File: src/rtl/rxbuf_pkg.sv
package rxbuf_pkg;

  typedef enum logic [1:0] {
    TRIG_SINGLE  = 2'b00,
    TRIG_QUARTER = 2'b01,
    TRIG_HALF    = 2'b10,
    TRIG_NEAR    = 2'b11
  } trig_e;

  typedef enum logic [1:0] {
    STOP_ONE  = 2'b00,
    STOP_ONE5 = 2'b01,
    STOP_TWO  = 2'b10,
    STOP_TWOB = 2'b11
  } stop_e;

  // Threshold in entries for a queue of the given depth.
  function automatic int unsigned trig_entries(trig_e sel, int unsigned depth);
    case (sel)
      TRIG_SINGLE:  return 1;
      TRIG_QUARTER: return depth / 4;
      TRIG_HALF:    return depth / 2;
      default:      return depth - 2;
    endcase
  endfunction

  // Stop length in oversampling ticks.
  function automatic int unsigned stop_ticks(stop_e sel, int unsigned osr);
    case (sel)
      STOP_ONE:  return osr;
      STOP_ONE5: return osr + osr / 2;
      default:   return 2 * osr;
    endcase
  endfunction

endpackage

File: src/rtl/rxbuf_mem.sv
module rxbuf_mem #(
  parameter int unsigned DATA_W = 8,
  parameter int unsigned DEPTH  = 16,
  localparam int unsigned AW    = $clog2(DEPTH)
) (
  input  logic              clk,
  input  logic              rst,
  input  logic              we,
  input  logic [AW-1:0]     waddr,
  input  logic [DATA_W-1:0] wdata,
  input  logic              re,
  input  logic [AW-1:0]     raddr,
  output logic [DATA_W-1:0] rdata
);

  logic [DATA_W-1:0] store [DEPTH];

  // Write port: no reset, so a RAM primitive can be inferred.
  always_ff @(posedge clk) begin
    if (we) begin
      store[waddr] <= wdata;
    end
  end

  // Synchronous read port with output register.
  always_ff @(posedge clk) begin
    if (rst) begin
      rdata <= '0;
    end else if (re) begin
      rdata <= store[raddr];
    end
  end

endmodule

File: src/rtl/rxbuf_ctrl.sv
module rxbuf_ctrl
  import rxbuf_pkg::*;
#(
  parameter int unsigned DEPTH = 16,
  localparam int unsigned AW   = $clog2(DEPTH),
  localparam int unsigned CW   = $clog2(DEPTH + 1)
) (
  input  logic          clk,
  input  logic          rst,
  input  logic          push_req,
  input  logic          pop_req,
  input  logic          flush,
  input  logic          q_en,
  input  trig_e         trig_sel,
  output logic          wr_en,
  output logic [AW-1:0] wr_addr,
  output logic          rd_en,
  output logic [AW-1:0] rd_addr,
  output logic          not_empty,
  output logic          above_trig,
  output logic          ovr_flag
);

  logic [AW-1:0] wptr_q, rptr_q;
  logic [CW-1:0] count_q, count_nxt;
  logic [CW-1:0] cap, level;
  logic          empty, full_eff, do_push, do_pop;

  always_comb begin
    cap   = q_en ? CW'(DEPTH) : CW'(1);
    level = q_en ? CW'(trig_entries(trig_sel, DEPTH)) : CW'(1);
  end

  assign empty    = (count_q == '0);
  assign do_pop   = pop_req && !empty && !flush;
  assign full_eff = (count_q >= cap) && !do_pop;
  assign do_push  = push_req && !full_eff && !flush;

  assign wr_en   = do_push;
  assign wr_addr = wptr_q;
  assign rd_en   = do_pop;
  assign rd_addr = rptr_q;

  function automatic logic [AW-1:0] bump(logic [AW-1:0] p);
    return (p == AW'(DEPTH - 1)) ? '0 : p + 1'b1;
  endfunction

  always_comb begin
    if (flush) begin
      count_nxt = '0;
    end else begin
      count_nxt = count_q + CW'(do_push) - CW'(do_pop);
    end
  end

  always_ff @(posedge clk) begin
    if (rst) begin
      wptr_q     <= '0;
      rptr_q     <= '0;
      count_q    <= '0;
      not_empty  <= 1'b0;
      above_trig <= 1'b0;
      ovr_flag   <= 1'b0;
    end else begin
      count_q    <= count_nxt;
      not_empty  <= (count_nxt != '0);
      above_trig <= (count_nxt >= level);
      if (flush) begin
        wptr_q   <= '0;
        rptr_q   <= '0;
        ovr_flag <= 1'b0;
      end else begin
        if (do_push) begin
          wptr_q <= bump(wptr_q);
        end
        if (do_pop) begin
          rptr_q <= bump(rptr_q);
        end
        if (push_req && full_eff) begin
          ovr_flag <= 1'b1;
        end
      end
    end
  end

endmodule

File: src/rtl/rxbuf_idle.sv
module rxbuf_idle
  import rxbuf_pkg::*;
#(
  parameter int unsigned OSR   = 16,
  parameter int unsigned CHARS = 4,
  localparam int unsigned MAXL = CHARS * OSR * 12,
  localparam int unsigned TW   = $clog2(MAXL + 1)
) (
  input  logic       clk,
  input  logic       rst,
  input  logic       tick,
  input  logic       restart,
  input  logic       drop,
  input  logic       hold,
  input  logic [1:0] len_sel,
  input  logic       par_en,
  input  stop_e      stop_sel,
  output logic       expired
);

  int unsigned   frame_bits;
  logic [TW-1:0] lim_d, lim_q, cnt_q;

  // Frame length recomputed from the line settings every cycle.
  always_comb begin
    frame_bits = 32'd6 + 32'(len_sel) + 32'(par_en);
    lim_d      = TW'(CHARS * (OSR * frame_bits + stop_ticks(stop_sel, OSR)));
  end

  always_ff @(posedge clk) begin
    if (rst) begin
      lim_q   <= '0;
      cnt_q   <= '0;
      expired <= 1'b0;
    end else begin
      lim_q <= lim_d;
      if (hold || drop) begin
        cnt_q   <= '0;
        expired <= 1'b0;
      end else if (restart) begin
        cnt_q <= '0;
      end else if (tick && !expired) begin
        if (cnt_q == lim_q - 1'b1) begin
          expired <= 1'b1;
        end else begin
          cnt_q <= cnt_q + 1'b1;
        end
      end
    end
  end

endmodule

File: src/rtl/rx_char_buffer.sv
module rx_char_buffer
  import rxbuf_pkg::*;
#(
  parameter int unsigned DATA_W = 8,
  parameter int unsigned DEPTH  = 16,
  parameter int unsigned OSR    = 16,
  parameter int unsigned CHARS  = 4,
  localparam int unsigned AW    = $clog2(DEPTH)
) (
  input  logic              clk,
  input  logic              rst,
  input  logic              tick16,
  input  logic              rx_valid,
  input  logic [DATA_W-1:0] rx_byte,
  input  logic              rx_stop_mid,
  input  logic              ctl_we,
  input  logic [7:0]        ctl_wdata,
  input  logic [1:0]        fmt_len,
  input  logic              fmt_parity,
  input  logic [1:0]        fmt_stop,
  input  logic              rd_strobe,
  output logic [DATA_W-1:0] rd_data,
  output logic              data_ready,
  output logic              level_irq,
  output logic              timeout_irq,
  output logic              overrun
);

  logic          q_en_q;
  trig_e         trig_q;
  logic          flush;
  logic          wr_en, rd_en;
  logic [AW-1:0] wr_addr, rd_addr;
  logic          ctl_rsvd_unused;

  assign ctl_rsvd_unused = ^ctl_wdata[5:2];

  // Flush on explicit request or on a change of queueing state.
  assign flush = ctl_we && (ctl_wdata[1] || (ctl_wdata[0] != q_en_q));

  always_ff @(posedge clk) begin
    if (rst) begin
      q_en_q <= 1'b0;
      trig_q <= TRIG_SINGLE;
    end else if (ctl_we) begin
      q_en_q <= ctl_wdata[0];
      trig_q <= trig_e'(ctl_wdata[7:6]);
    end
  end

  rxbuf_ctrl #(.DEPTH(DEPTH)) u_ctrl (
    .clk        (clk),
    .rst        (rst),
    .push_req   (rx_valid),
    .pop_req    (rd_strobe),
    .flush      (flush),
    .q_en       (q_en_q),
    .trig_sel   (trig_q),
    .wr_en      (wr_en),
    .wr_addr    (wr_addr),
    .rd_en      (rd_en),
    .rd_addr    (rd_addr),
    .not_empty  (data_ready),
    .above_trig (level_irq),
    .ovr_flag   (overrun)
  );

  rxbuf_mem #(.DATA_W(DATA_W), .DEPTH(DEPTH)) u_mem (
    .clk   (clk),
    .rst   (rst),
    .we    (wr_en),
    .waddr (wr_addr),
    .wdata (rx_byte),
    .re    (rd_en),
    .raddr (rd_addr),
    .rdata (rd_data)
  );

  rxbuf_idle #(.OSR(OSR), .CHARS(CHARS)) u_idle (
    .clk      (clk),
    .rst      (rst),
    .tick     (tick16),
    .restart  (rx_stop_mid || rd_strobe),
    .drop     (rd_strobe || flush),
    .hold     (!q_en_q || !data_ready),
    .len_sel  (fmt_len),
    .par_en   (fmt_parity),
    .stop_sel (stop_e'(fmt_stop)),
    .expired  (timeout_irq)
  );

endmodule

File: config.mk
export PLATFORM = sky130hd
export DESIGN_NAME = rx_char_buffer
export DESIGN_NICKNAME = d
export VERILOG_FILES = /design/src/rtl/rxbuf_pkg.sv /design/src/rtl/rxbuf_mem.sv /design/src/rtl/rxbuf_ctrl.sv /design/src/rtl/rxbuf_idle.sv /design/src/rtl/rx_char_buffer.sv
export SDC_FILE = /design/constraint.sdc
export NUM_CORES = 1
export LEC_CHECK = 0
export BUFFER_PORTS_ARGS = -buffer_cell sky130_fd_sc_hd__buf_4
export CORE_MARGIN = 4
export CORE_UTILIZATION = 45
export DETAILED_ROUTE_END_ITERATION = 10
export RECOVER_POWER = 50
export SYNTH_ARGS = -nofsm -noshare
export SYNTH_HDL_FRONTEND = slang
export SYNTH_SLANG_ARGS = --single-unit
File: constraint.sdc
create_clock -name clk -period 3.8 [get_ports clk]
set_clock_uncertainty 0.1 [all_clocks]
set_input_delay 0 -clock clk [delete_from_list [all_inputs] [get_ports clk]]
set_output_delay 0 -clock clk [all_outputs]
set_load 0.02 [all_outputs]
==> metrics.md, run 1 <==
| Metric | Value |
|---|---|
| Status | complete, no violations |
| Overflow after GRT | 0 |
| Placement Rows | 46 |
| Fraction of the mapped netlist area in simple logic gates | 0.0784 |
| Class of the most critical hold timing path | input pin to flop |
| Maximum fanout along the worst path | 3 |
| Hold_sp | ctl_wdata[1] |
| Worst-Margin Slew | 869 ps |
| Core ar. | 15800 sq um |
| Proportion of synthesized area in mux cells | 0.131 |
| Worst hold path stage count | 6 |
| Classification of the worst setup path | flop to flop |
| Clk root buf | sky130_fd_sc_hd__clkbuf_16 |
| Register-to-register path setup slack | ~180 ps |
| Total Nets Final | 624 |
| Synth Area in Compound Gates | 0.0465 |
| Max-Cap Viols | 0 |
| Adder and majority cell fraction of the synthesized area | 0.0486 |
| Series of cell instances along the critical path | inv_1, ha_1, inv_2, o2111ai_2, a21oi_2, o21bai_1, or2_2, ha_4, inv_1, ha_2, inv_2, fa_2, nor2_1, ha_1, a21o_1, a21o_1, a21oi_2, o22ai_1 |
| First-pass GRT wire length | 23900 microns |
| Largest family of logic cells by synthesized area | multiplexers |
| Cell with the biggest individual delay on the critical path | sky130_fd_sc_hd__fa_2 |
| Data arrival, critical path | 3780 ps |
| R2R Path Start | u_ctrl.count_q[0] |
| Sink of the worst hold path | u_ctrl.above_trig |
| Pre-Repair DR Iteration Count | 5 |
| Die H | 135 microns |
| Cell Pwr Density | around 580 nW/um^2 |
| Antenna violation net count after detailed routing | 0 |
| TritonCTS clock tree | yes |
| Clock share of power | 0.343 |
| Post-synthesis share of cell area spent on xor and xnor gates | 0.0217 |
| Post-Place Worst Slack | 72.1 ps |
| Overall power | approximately 0.0050 W |
| Register area share after synthesis | 0.647 |
| Shortest period the worst path allows | roughly 3600 ps |
| Synthesized area | around 7300 sq um |
| DRC Markers | 0 |
| Portion of total power attributed to combinational logic | 0.231 |
| Number of synthesized flops with an enable pin | between 100 and 150 |
| Launching element type of the critical path | flop |
| Gate Count Post-Synth | 478 |
| Clock buffers created by TritonCTS | 17 |
| Net switching component of the power | 0.00142 W |
| Crit. End Element | flop |
| Internal power component | 0.00363 W |
| Last weighted congestion value of the routability-driven placer | between 0.8 and 0.9 |
| Slowest cell delay on critical path | about 560 ps |
| Die Outline Area | 18200 sq um |
| Count of routing violations after the opening detailed-route iteration | 280 |
| Switching Share | 0.281 |
| Wirelength, routed | roughly 15000 microns |
| Port-buffer cells | 35 |
| Initial antenna violation count | 0 |
| Final Worst Setup Slack | approximately 180 ps |
| Clock latency on the worst-skew pair | 430 ps |
| Max-slew headroom | 0.421 |
| Endpoint of the most critical register-to-register path | u_ctrl.above_trig |
| Total Routing Usage GR | 0.175 |
| Mapped Nets | roughly 530 |
| Period utilisation layout | 0.953 |
| WP data required | 3960 ps |
| Synthesis-to-finish area growth | 20.1% |
| Total number of vias | 4251 |
| Post-synthesis average cell area | 15.2 sq um |
| Final hold violation count | 0 |
| Number of H-tree branching levels | 4 |
| Power share of the sequential group | 0.426 |
| Register bit count reported by yosys | approximately 170 |
| Fraction of final layout cells with drive strength greater than 1 | 0.229 |
| Top FF cell, synth | sky130_fd_sc_hd__edfxtp_1 |
| Final core utilization | 0.551 |
| Final routed wire length divided by cell count | 18.4 microns |
| Sink Count | 171 |
| Clock input transition at the sequential cells of the worst setup and hold paths | 70 ps |
| Via-to-Cell Ratio | around 5.3 |
| Worst hold slack | 197 ps |
| Setup violations, final | 0 |
| Length in cells of the worst reg-to-reg path | 18 |
| Maximum number of pins on one net before global-route repair | 38 |
| Count of cell types in the netlist | 50 |
| Post-synthesis async set-or-reset flop share | 0 |
| Number of global-route vias before repair | 4366 |
| Inserted Diodes | 0 |
| Initial standard-cell utilization of the core | 0.459 |
| Maximum clock rate | 276 MHz |
| Leakage component of the power | approximately 3 nW |
| Number of top-level pins | 40 |
| Max-slew violations | 0 |
| Highest ir drop seen on vdd | 0.389 mV |
| Total number of yosys warnings | 0 |
| Maximum clock insertion buffer count | 2 |
| Horizontal die dimension | about 140 microns |
| Placed wire-length estimate after detailed placement | 9340 microns |
-- worst max-delay path, delay by kind of cell, from the launching register on --
| family | cells | cell delay, ps |
|---|---|---|
| flops | 1 | 350 |
| compound gates | 7 | 910 |
| fa+ha+maj | 5 | 1500 |
| buf+inv | 4 | 200 |
| simple gates | 2 | 370 |
-- metrics by stage --
stage	TNS (ps)	area, sq um	instances
after floorplan	0	7270	478
after global placement	0	7870	733
after detailed placement	0	7870	733
after CTS	0	8740	792
after global routing	-12.0	8730	797
final	0	8730	797
-- worst max-delay path by stage --
stage,from,endpoint,slack [ps]
floorplan,q_en_q,u_ctrl.above_trig,90
global placement,u_ctrl.count_q[1],u_ctrl.above_trig,180
detailed placement,u_ctrl.count_q[1],u_ctrl.above_trig,70
CTS,u_ctrl.count_q[1],u_ctrl.above_trig,50
global route,u_ctrl.count_q[0],u_ctrl.above_trig,-10
finish,u_ctrl.count_q[0],u_ctrl.above_trig,180
-- routing by layer --
layer,wire (microns),global-route usage
met3,670,0.0376
met2,7250,0.278
met1,6520,0.239
met4,252,0.0649
met5,0,0
-- flip-flops by register name, summed over array words and instances, names as in the netlist --
signal / flops
u_mem.store: 128
u_ctrl.above_trig: 1
u_ctrl.wr_addr: 4
trig_q: 2
q_en_q: 1
u_idle.expired: 1
u_idle.lim_q: 5
u_ctrl.not_empty: 1
u_mem.rdata: 8
u_idle.cnt_q: 10
u_ctrl.ovr_flag: 1
u_ctrl.rd_addr: 4
u_ctrl.count_q: 5
-- power by group through the flow --
stage | Combinational [W] | Clock (W) | Sequential (W)
2_1_floorplan | 0.000709 | 0 | 0.00221
3_3_place_gp | 0.00104 | 0 | 0.00218
3_5_place_dp | 0.00106 | 0 | 0.00219
4_1_cts | 0.00109 | 0.00177 | 0.00215
5_1_grt | 0.00130 | 0.00184 | 0.00216
6_report | 0.00117 | 0.00173 | 0.00215
-- Yosys cell counts (all sizes together) (2+ instances only) --
cell    count  share of area
xnor2      14          0.017
nand2b     10         0.0086
o21ai       4         0.0028
nor3        7         0.0048
mux2i       5         0.0069
nand3b      2         0.0021
a21oi      25          0.017
or2         5         0.0043
fa          2         0.0055
nand4       2         0.0017
dfxtp      43           0.12
nor2       46          0.024
nor2b       2         0.0017
or3         4         0.0041
nand2      35          0.018
o31ai       2         0.0028
buf         7         0.0074
nand3       3         0.0021
a31oi       2         0.0017
xor2        4         0.0048
a21o        2         0.0021
and3        2         0.0017
a211oi      5         0.0059
ha         25          0.043
clkbuf     12         0.0062
edfxtp    128           0.53
inv        25          0.013
mux4       40           0.12
-- cells in the final DEF, fill, tap and decap left out, types with 5 or more instances in the layout --
cell type | Yosys | routed
sky130_fd_sc_hd__inv_1 | 24 | 22
sky130_fd_sc_hd__buf_4 | 0 | 38
sky130_fd_sc_hd__nor3_1 | 7 | 7
sky130_fd_sc_hd__nor2_1 | 46 | 46
sky130_fd_sc_hd__clkbuf_16 | 0 | 17
sky130_fd_sc_hd__clkbuf_1 | 12 | 25
sky130_fd_sc_hd__dlygate4sd3_1 | 0 | 28
sky130_fd_sc_hd__mux4_2 | 40 | 40
sky130_fd_sc_hd__dfxtp_2 | 0 | 5
sky130_fd_sc_hd__edfxtp_1 | 128 | 128
sky130_fd_sc_hd__xnor2_1 | 14 | 13
sky130_fd_sc_hd__dfxtp_1 | 43 | 38
sky130_fd_sc_hd__mux2i_1 | 5 | 5
sky130_fd_sc_hd__nand2_1 | 35 | 35
sky130_fd_sc_hd__nand2b_1 | 10 | 10
sky130_fd_sc_hd__ha_1 | 25 | 23
sky130_fd_sc_hd__a21oi_1 | 25 | 23
-- repair_timing --
item                                    CTS  global route
gates resized for setup                   0            14
buffers inserted                          0             5
hold endpoints to repair                165             0
endpoints found under the setup margin    0             1
hold buffers                             28             0
-- final cells by class --
class	instances	area, sq um
Clock buffer	18	429
Clock inverter	13	158
Sequential cell	171	4710
Timing Repair Buffer	91	663
Inverter	25	93.8
Tap cell	216	270
Multi-Input combinational cell	263	2400
Fill cell	1282	7100
-- cell families (layout without fill, tap and decap cells) --
logic type,count (synthesis),in the layout
AO/OA/AOI/OAI,51,51
XOR/XNOR,18,18
adder cells (fa/ha/maj),27,27
buffers and inverters,44,147
flip-flops,171,171
multiplexers,45,45
AND/OR/NAND/NOR,122,122
Note: power is estimated with default switching activity, not from simulation.
==> run 2: changes to the inputs <==
--- a/config.mk
+++ b/config.mk
@@ -12,4 +12,5 @@
 export RECOVER_POWER = 50
 export SYNTH_ARGS = -nofsm -noshare
 export SYNTH_HDL_FRONTEND = slang
+export SYNTH_HIERARCHICAL = 1
 export SYNTH_SLANG_ARGS = --single-unit
==> run 2 against run 1 <==
  * Non-clock buffer count fell by 1
  * Synthesized cell count is 18% higher
  * Routed wire length is 8.0% higher
  * Via count rose by 11%
  * Register-to-register slack better by 90 ps
  * Final area grew 1.8%
  * Sequential power about the same
  * Critical path depth decreased by 4
  * Critical path type unchanged
  * Largest cell class unchanged
==> metrics.md, run 2 <==
| Metric | Value |
|---|---|
| Total number of vias | 4716 (was 4251) |
| Leading cell types in the layout, fill and taps excluded | sky130_fd_sc_hd__edfxtp_1, sky130_fd_sc_hd__mux2i_1, sky130_fd_sc_hd__dfxtp_1, sky130_fd_sc_hd__nand2_1, sky130_fd_sc_hd__nor2_1 (was sky130_fd_sc_hd__edfxtp_1, sky130_fd_sc_hd__nor2_1, sky130_fd_sc_hd__mux4_2, sky130_fd_sc_hd__buf_4, sky130_fd_sc_hd__dfxtp_1) |
| Total Nets Final | 705 (was 624) |
| Post-synthesis share of cell area spent on xor and xnor gates | 0.0161 (was 0.0217) |
| Die H | 138 microns (was 135 microns) |
| Synthesis-to-finish area growth | 17.7% (was 20.1%) |
| Core ar. | 16500 sq um (was 15800 sq um) |
| Fraction of the mapped netlist area in simple logic gates | 0.107 (was 0.0784) |
| Maximum clock insertion buffer count | 2 (unchanged) |
| Total number of yosys warnings | 6 (was 0) |
| Max-slew headroom | 0.344 (was 0.421) |
| Via-to-Cell Ratio | 5.32 (was 5.33) |
| Most frequent standard cell in the layout excluding fill and tap cells | sky130_fd_sc_hd__edfxtp_1 (unchanged) |
| Port-buffer cells | 35 (unchanged) |
| RSZ-0062 raised after global routing | false |
| Overflow after GRT | 0 (unchanged) |
| Worst-Margin Slew | 959 ps (was 869 ps) |
| Proportion of synthesized area in mux cells | 0.0981 (was 0.131) |
| Regs by FF count | u_mem/store: 128 flops, u_idle/cnt_q: 10 flops, u_mem/rdata: 8 flops (was u_mem.store: 128 flops, u_idle.cnt_q: 10 flops, u_mem.rdata: 8 flops) |
| Placement Rows | 47 (was 46) |
| Number of top-level pins | 40 (unchanged) |
| Gate Count Post-Synth | 564 (was 478) |
| Inserted Diodes | 0 (unchanged) |
| Max FFs per register | 128 (unchanged) |
| Class of the most critical hold timing path | input pin to flop (unchanged) |
| Final sum of negative setup slack | 0 ps (unchanged) |
| Period utilisation layout | 0.928 (was 0.953) |
| Final routed wire length divided by cell count | 17.9 microns (was 18.4 microns) |
| Post-synthesis average cell area | 13.4 sq um (was 15.2 sq um) |
| Highest ir drop seen on vdd | 0.355 mV (was 0.389 mV) |
| Crit. End Element | flop (unchanged) |
| Total Routing Usage GR | 0.178 (was 0.175) |
| Fraction of final layout cells with drive strength greater than 1 | 0.122 (was 0.229) |
| Last weighted congestion value of the routability-driven placer | 0.808 (was 0.816) |
| First-pass GRT wire length | 25100 microns (was 23900 microns) |
| Mapped Nets | 616 (was 533) |
| Cell type with the largest total area after synthesis | sky130_fd_sc_hd__edfxtp_1 (unchanged) |
| Maximum fanout along the worst path | 8 (was 3) |
| Shortest period the worst path allows | 3530 ps (was 3620 ps) |
| Synthesized area | 7550 sq um (was 7270 sq um) |
| DRC Markers | 0 (unchanged) |
| Data arrival, critical path | 3690 ps (was 3780 ps) |
| Largest family of logic cells by synthesized area | simple AND/OR/NAND/NOR gates (was multiplexers) |
| Placed wire-length estimate after detailed placement | 10200 microns (was 9340 microns) |
| Maximum clock rate | 283 MHz (was 276 MHz) |
| Max-slew violations | 0 (unchanged) |
| Top cells by area, synth | sky130_fd_sc_hd__edfxtp_1, sky130_fd_sc_hd__dfxtp_1, sky130_fd_sc_hd__mux2i_1, sky130_fd_sc_hd__ha_1, sky130_fd_sc_hd__a22oi_1 (was sky130_fd_sc_hd__edfxtp_1, sky130_fd_sc_hd__mux4_2, sky130_fd_sc_hd__dfxtp_1, sky130_fd_sc_hd__ha_1, sky130_fd_sc_hd__nor2_1) |
| Pre-Repair DR Iteration Count | 4 (was 5) |
| Cell Pwr Density | 535 nW/um^2 (was 579 nW/um^2) |
| Status | complete, no violations (unchanged) |
| Clock buffers created by TritonCTS | 17 (unchanged) |
| Maximum number of pins on one net before global-route repair | 38 (unchanged) |
| Initial standard-cell utilization of the core | 0.457 (was 0.459) |
| Clk root buf | sky130_fd_sc_hd__clkbuf_16 (unchanged) |
| Clock latency on the worst-skew pair | 420 ps (was 430 ps) |
| Adder and majority cell fraction of the synthesized area | 0.0418 (was 0.0486) |
| Horizontal die dimension | 138 microns (was 135 microns) |
| Final cell count without fillers | 886 (was 797) |
| Count of cell types in the netlist | 62 (was 50) |
| Top FF cell, synth | sky130_fd_sc_hd__edfxtp_1 (unchanged) |
| Number of H-tree branching levels | 4 (unchanged) |
| Register area share after synthesis | 0.623 (was 0.647) |
| Post-synthesis async set-or-reset flop share | 0 (unchanged) |
| Count of routing violations after the opening detailed-route iteration | 239 (was 280) |
| Number of synthesized flops with an enable pin | 128 (unchanged) |
| Initial antenna violation count | 0 (unchanged) |
| Buffer count from post-CTS setup fixing | 0 (unchanged) |
| WP data required | 3960 ps (about the same) |
| Register bit count reported by yosys | 171 (unchanged) |
| Launching element type of the critical path | flop (unchanged) |
| Clock input transition at the sequential cells of the worst setup and hold paths | 60 ps (was 70 ps) |
| Antenna violation net count after detailed routing | 0 (unchanged) |
| Most frequent cell after synthesis | sky130_fd_sc_hd__edfxtp_1 (unchanged) |
| Number of global-route vias before repair | 4780 (was 4366) |
| Yosys top cell area share | 0.509 (was 0.529) |
| Synth Area in Compound Gates | 0.0796 (was 0.0465) |
| Leakage component of the power | 2.98 nW (was 2.92 nW) |
| Commonest cells post-synth | sky130_fd_sc_hd__edfxtp_1, sky130_fd_sc_hd__mux2i_1, sky130_fd_sc_hd__dfxtp_1, sky130_fd_sc_hd__nand2_1, sky130_fd_sc_hd__nor2_1 (was sky130_fd_sc_hd__edfxtp_1, sky130_fd_sc_hd__nor2_1, sky130_fd_sc_hd__dfxtp_1, sky130_fd_sc_hd__mux4_2, sky130_fd_sc_hd__nand2_1) |
| Setup violations, final | 0 (unchanged) |
| Number of cells in the design after placement | 823 (was 733) |
| Final hold violation count | 0 (unchanged) |
| Reg with most FFs | u_mem/store (was u_mem.store) |
| Wirelength, routed | 15900 microns (was 14700 microns) |
| Die Outline Area | 18900 sq um (was 18200 sq um) |
| Classification of the worst setup path | flop to flop (unchanged) |
| TritonCTS clock tree | yes (unchanged) |
| Max-Cap Viols | 0 (unchanged) |
| Sink Count | 171 (unchanged) |
run 2: per-layer routing:
metal  track usage  part of all wire
met1         0.221              0.43
met2         0.309              0.51
met3        0.0299             0.039
met5             0                 0
met4        0.0737             0.020
run 2: path summary, 6_finish.rpt:
path / from / slack [ps] / to / depth (start not counted)
min reg2reg: u_mem/rdata[3] / 370 / u_mem/rdata[3] / 2
min: ctl_we / 30 / u_ctrl/count_q[2] / 3
max reg2reg: q_en_q / 270 / u_ctrl/above_trig / 14
max: q_en_q / 270 / u_ctrl/above_trig / 14
run 2: kinds of logic after synthesis:
group           after synthesis
compound gates               85
xor+xnor                     13
fa+ha+maj                    24
buf+inv                      42
flops                       171
mux                          74
simple gates                155
run 2: final cells by class:
class / instances / area [sq um]
fill: 1424 / 7640
sequential: 171 / 4710
multi-input combinational: 351 / 2560
timing repair buffer: 90 / 671
clock buffer: 21 / 450
tap: 220 / 275
clock inverter: 11 / 134
inverter: 22 / 82.6
run 2: worst max-delay path, cell delays in order, from the launching register on:
cell and delay (ps):
sky130_fd_sc_hd__dfxtp_1 470, sky130_fd_sc_hd__inv_1 130, sky130_fd_sc_hd__ha_1 320, sky130_fd_sc_hd__and4b_2 230, sky130_fd_sc_hd__nor4b_1 270, sky130_fd_sc_hd__a32o_2 190, sky130_fd_sc_hd__ha_1 170, sky130_fd_sc_hd__inv_1 50
sky130_fd_sc_hd__fa_1 510, sky130_fd_sc_hd__nor2_1 70, sky130_fd_sc_hd__ha_1 300, sky130_fd_sc_hd__a21o_1 160, sky130_fd_sc_hd__a21o_1 170, sky130_fd_sc_hd__a21oi_1 140, sky130_fd_sc_hd__a21oi_1 80
run 2: report_power, final:
group	switching [W]	internal (W)	leakage [nW]	total, W
combinational	0.000497	0.000389	1.20	0.000886
clock	0.000704	0.000996	0.283	0.00170
sequential	0.0000643	0.00210	1.50	0.00217
run 2: timing repair:
item,CTS,global route
gates resized for setup,0,0
endpoints found under the hold margin,146,0
hold buffers,31,0
run 2: stage by stage:
step                      area, sq um  utilization  hold WS (ps)  total power [W]  worst slack (ps)
after floorplan                  7550            -         -30.9          0.00283               478
after global placement           8100        0.490           115          0.00308               432
after detailed placement         8100        0.490           111          0.00311               325
after CTS                        8990        0.544          16.1          0.00483               296
after global routing             8880        0.538          61.8          0.00501              47.4
final                            8880        0.538          26.7          0.00475               272
==> run 3: changes to the inputs <==
--- a/config.mk
+++ b/config.mk
@@ -6,6 +6,7 @@
 export NUM_CORES = 1
 export LEC_CHECK = 0
 export BUFFER_PORTS_ARGS = -buffer_cell sky130_fd_sc_hd__buf_4
+export CORE_ASPECT_RATIO = 0.9
 export CORE_MARGIN = 4
 export CORE_UTILIZATION = 45
 export DETAILED_ROUTE_END_ITERATION = 10
==> run 3 against run 2 <==
  * Count of clock-buffer cells in the layout down 3
  * Total power down 0.89%
  * Global-route usage down 0.40 points
  * Combinational power about the same
  * Fmax up 0.16%
  * Final area down 0.89%
  * Worst hold slack better by 23 ps
  * Critical path depth unchanged
  * Sequential power about the same
  * Worst setup slack better by 5.6 ps
  * Via count down 0.64%
  * First-iteration DRC count up 13%
==> metrics.md, run 3 (synthesis results as in run 2) <==
| Metric | Value |
|---|---|
| Crit. End Element | flop (unchanged) |
| RSZ-0062 raised after global routing | false (unchanged) |
| Max-Cap Viols | 0 (unchanged) |
| Reg with most FFs | u_mem/store (unchanged) |
| Inserted Diodes | 0 (unchanged) |
| Maximum number of pins on one net before global-route repair | 34 (was 38) |
| Core ar. | 16300 sq um (was 16500 sq um) |
| Maximum clock insertion buffer count | 2 (unchanged) |
| Max-slew violations | 0 (unchanged) |
| Length in cells of the worst reg-to-reg path | 14 (unchanged) |
| Overflow after GRT | 0 (unchanged) |
| Final routed wire length divided by cell count | 18.0 microns (was 17.9 microns) |
| Worst-Margin Slew | 990 ps (was 959 ps) |
| Classification of the worst setup path | flop to flop (unchanged) |
| Endpoint of the most critical register-to-register path | u_ctrl/above_trig (unchanged) |
| Total number of vias | 4686 (was 4716) |
| TritonCTS clock tree | yes (unchanged) |
| Buffers plus inverters on the worst setup path | 2 (unchanged) |
| Slowest cell delay on critical path | 510 ps (about the same) |
| Initial antenna violation count | 0 (unchanged) |
| Data arrival, critical path | 3730 ps (was 3690 ps) |
| Series of cell instances along the critical path | inv_1, ha_1, and4b_2, nor4b_1, a32o_2, ha_1, inv_1, fa_1, nor2_1, ha_1, a21o_1, a21o_1, a21oi_1, a21oi_1 (unchanged) |
| Global Route met2 Usage | 0.270 (was 0.309) |
| Class of the most critical hold timing path | input pin to flop (unchanged) |
| Worst Setup SP | q_en_q (unchanged) |
| Clk root buf | sky130_fd_sc_hd__clkbuf_16 (unchanged) |
| Cell Pwr Density | 535 nW/um^2 (about the same) |
| Critical Path Stages | 14 (unchanged) |
| Period utilisation layout | 0.927 (was 0.928) |
| Crit path capture | u_ctrl/above_trig (unchanged) |
| Met1 track demand over resource | 0.249 (was 0.221) |
| CP delay by family, top | adder cells (unchanged) |
| Final sum of negative setup slack | 0 ps (unchanged) |
| Wirelength, routed | 15600 microns (was 15900 microns) |
| Number of cells in the design after placement | 807 (was 823) |
| Pre-Repair DR Iteration Count | 5 (was 4) |
| Final core utilization | 0.540 (was 0.538) |
| First-pass GRT wire length | 24600 microns (was 25100 microns) |
| CP most frequent cell | sky130_fd_sc_hd__ha_1 (unchanged) |
| Final hold violation count | 0 (unchanged) |
| Total Routing Usage GR | 0.174 (was 0.178) |
| Max FFs per register | 128 (unchanged) |
| Shortest period the worst path allows | 3520 ps (was 3530 ps) |
| Synthesis-to-finish area growth | 16.6% (was 17.7%) |
| WP data required | 4000 ps (was 3960 ps) |
| Number of top-level pins | 40 (unchanged) |
| Number of H-tree branching levels | 4 (unchanged) |
| Max-slew headroom | 0.336 (was 0.344) |
| R2R Path Start | q_en_q (unchanged) |
| Met3 track demand over resource in global routing | 0.0408 (was 0.0299) |
| Highest ir drop seen on vdd | 0.348 mV (was 0.355 mV) |
| Launching element type of the critical path | flop (unchanged) |
| Number of hold buffers added after cts | 30 (was 31) |
| Maximum clock rate | 284 MHz (was 283 MHz) |
| Die H | 131 microns (was 138 microns) |
| DRC Markers | 0 (unchanged) |
| Last weighted congestion value of the routability-driven placer | 0.853 (was 0.808) |
| Setup violations, final | 0 (unchanged) |
| Final cell count without fillers | 867 (was 886) |
| Initial standard-cell utilization of the core | 0.463 (was 0.457) |
| Cell with the biggest individual delay on the critical path | sky130_fd_sc_hd__fa_1 (unchanged) |
| Overall power | 0.00471 W (was 0.00475 W) |
| Number of global-route vias before repair | 4569 (was 4780) |
| Via-to-Cell Ratio | 5.40 (was 5.32) |
| Placement Rows | 44 (was 47) |
| Status | complete, no violations (unchanged) |
| Register-to-register path setup slack | 280 ps (was 270 ps) |
| Sink Count | 171 (unchanged) |
| Clock buffers created by TritonCTS | 17 (unchanged) |
| Regs by FF count | u_mem/store: 128 flops, u_idle/cnt_q: 10 flops, u_mem/rdata: 8 flops (unchanged) |
| Cell Area, Placed | 8060 sq um (was 8100 sq um) |
| Port-buffer cells | 35 (unchanged) |
| Placed wire-length estimate after detailed placement | 10200 microns (about the same) |
| Count of routing violations after the opening detailed-route iteration | 270 (was 239) |
| Horizontal die dimension | 145 microns (was 138 microns) |
| Leading cell types in the layout, fill and taps excluded | sky130_fd_sc_hd__edfxtp_1, sky130_fd_sc_hd__mux2i_1, sky130_fd_sc_hd__dfxtp_1, sky130_fd_sc_hd__nand2_1, sky130_fd_sc_hd__nor2_1 (unchanged) |
| Antenna violation net count after detailed routing | 0 (unchanged) |
| Fraction of final layout cells with drive strength greater than 1 | 0.112 (was 0.122) |
| Die Outline Area | 18900 sq um (about the same) |
| Busiest grt layer | met2 (unchanged) |
| Maximum fanout along the worst path | 8 (unchanged) |
| Buffer count from post-CTS setup fixing | 0 (unchanged) |
| Total Nets Final | 701 (was 705) |
| Leakage component of the power | 2.95 nW (was 2.98 nW) |
| Resized Gates After CTS | 0 (unchanged) |
| Most frequent standard cell in the layout excluding fill and tap cells | sky130_fd_sc_hd__edfxtp_1 (unchanged) |
| Summed area of non-filler cells in the final layout | 8800 sq um (was 8880 sq um) |
| Clock input transition at the sequential cells of the worst setup and hold paths | 60 ps (about the same) |
| Clock latency on the worst-skew pair | 420 ps (about the same) |
run 3: cell count changes in the layout (fill, tap and decap cells not counted), sizes merged:
cell,previous run,this run
clkinvlp,1,3
clkinv,4,6
clkbuf,44,40
inv,26,22
dlygate4sd3,31,30
bufinv,2,3
buf,36,34
run 3: final cells by class:
type / count / area, sq um
inverters: 22 / 82.6
clock inverters: 12 / 131
fillers: 1382 / 7490
flip-flops and latches: 171 / 4710
clock buffers: 18 / 429
multi-input cells: 351 / 2550
well taps: 207 / 259
repair buffers: 86 / 642
run 3: how the worst min path moves through the flow:
stage	slack, ps	cells past startpoint	from	endpoint
floorplan	-30	1	rst	u_ctrl/above_trig
global placement	120	2	fmt_stop[1]	u_idle/lim_q[5]
detailed placement	120	2	fmt_stop[1]	u_idle/lim_q[5]
CTS	10	3	ctl_we	u_ctrl/count_q[2]
global route	80	3	ctl_we	u_ctrl/count_q[2]
finish	50	3	ctl_we	u_ctrl/count_q[2]
run 3: report_power, final:
part,switching [W],internal [W]
Combinational,0.000498,0.000388
Sequential,0.0000639,0.00210
Clock,0.000650,0.00101
run 3: tightest hold or removal path, stage by stage:
cell and delay (ps):
sky130_fd_sc_hd__buf_4 120, sky130_fd_sc_hd__o21a_1 270, sky130_fd_sc_hd__nor3_1 120
run 3: per-stage QoR:
stage | setup slack, ps | hold WS (ps)
floorplan | 478 | -30.9
global placement | 468 | 116
detailed placement | 319 | 119
CTS | 300 | 14.1
global route | 66.2 | 84.8
finish | 278 | 50.1
run 3: per-layer routing:
layer | vias up | share of wire | wire length [microns]
met4 | 0 | 0.0090 | 140
met3 | 13 | 0.042 | 661
met5 | - | 0 | 0
met1 | 2316 | 0.48 | 7550
met2 | 84 | 0.46 | 7250
li1 | 2273 | - | -
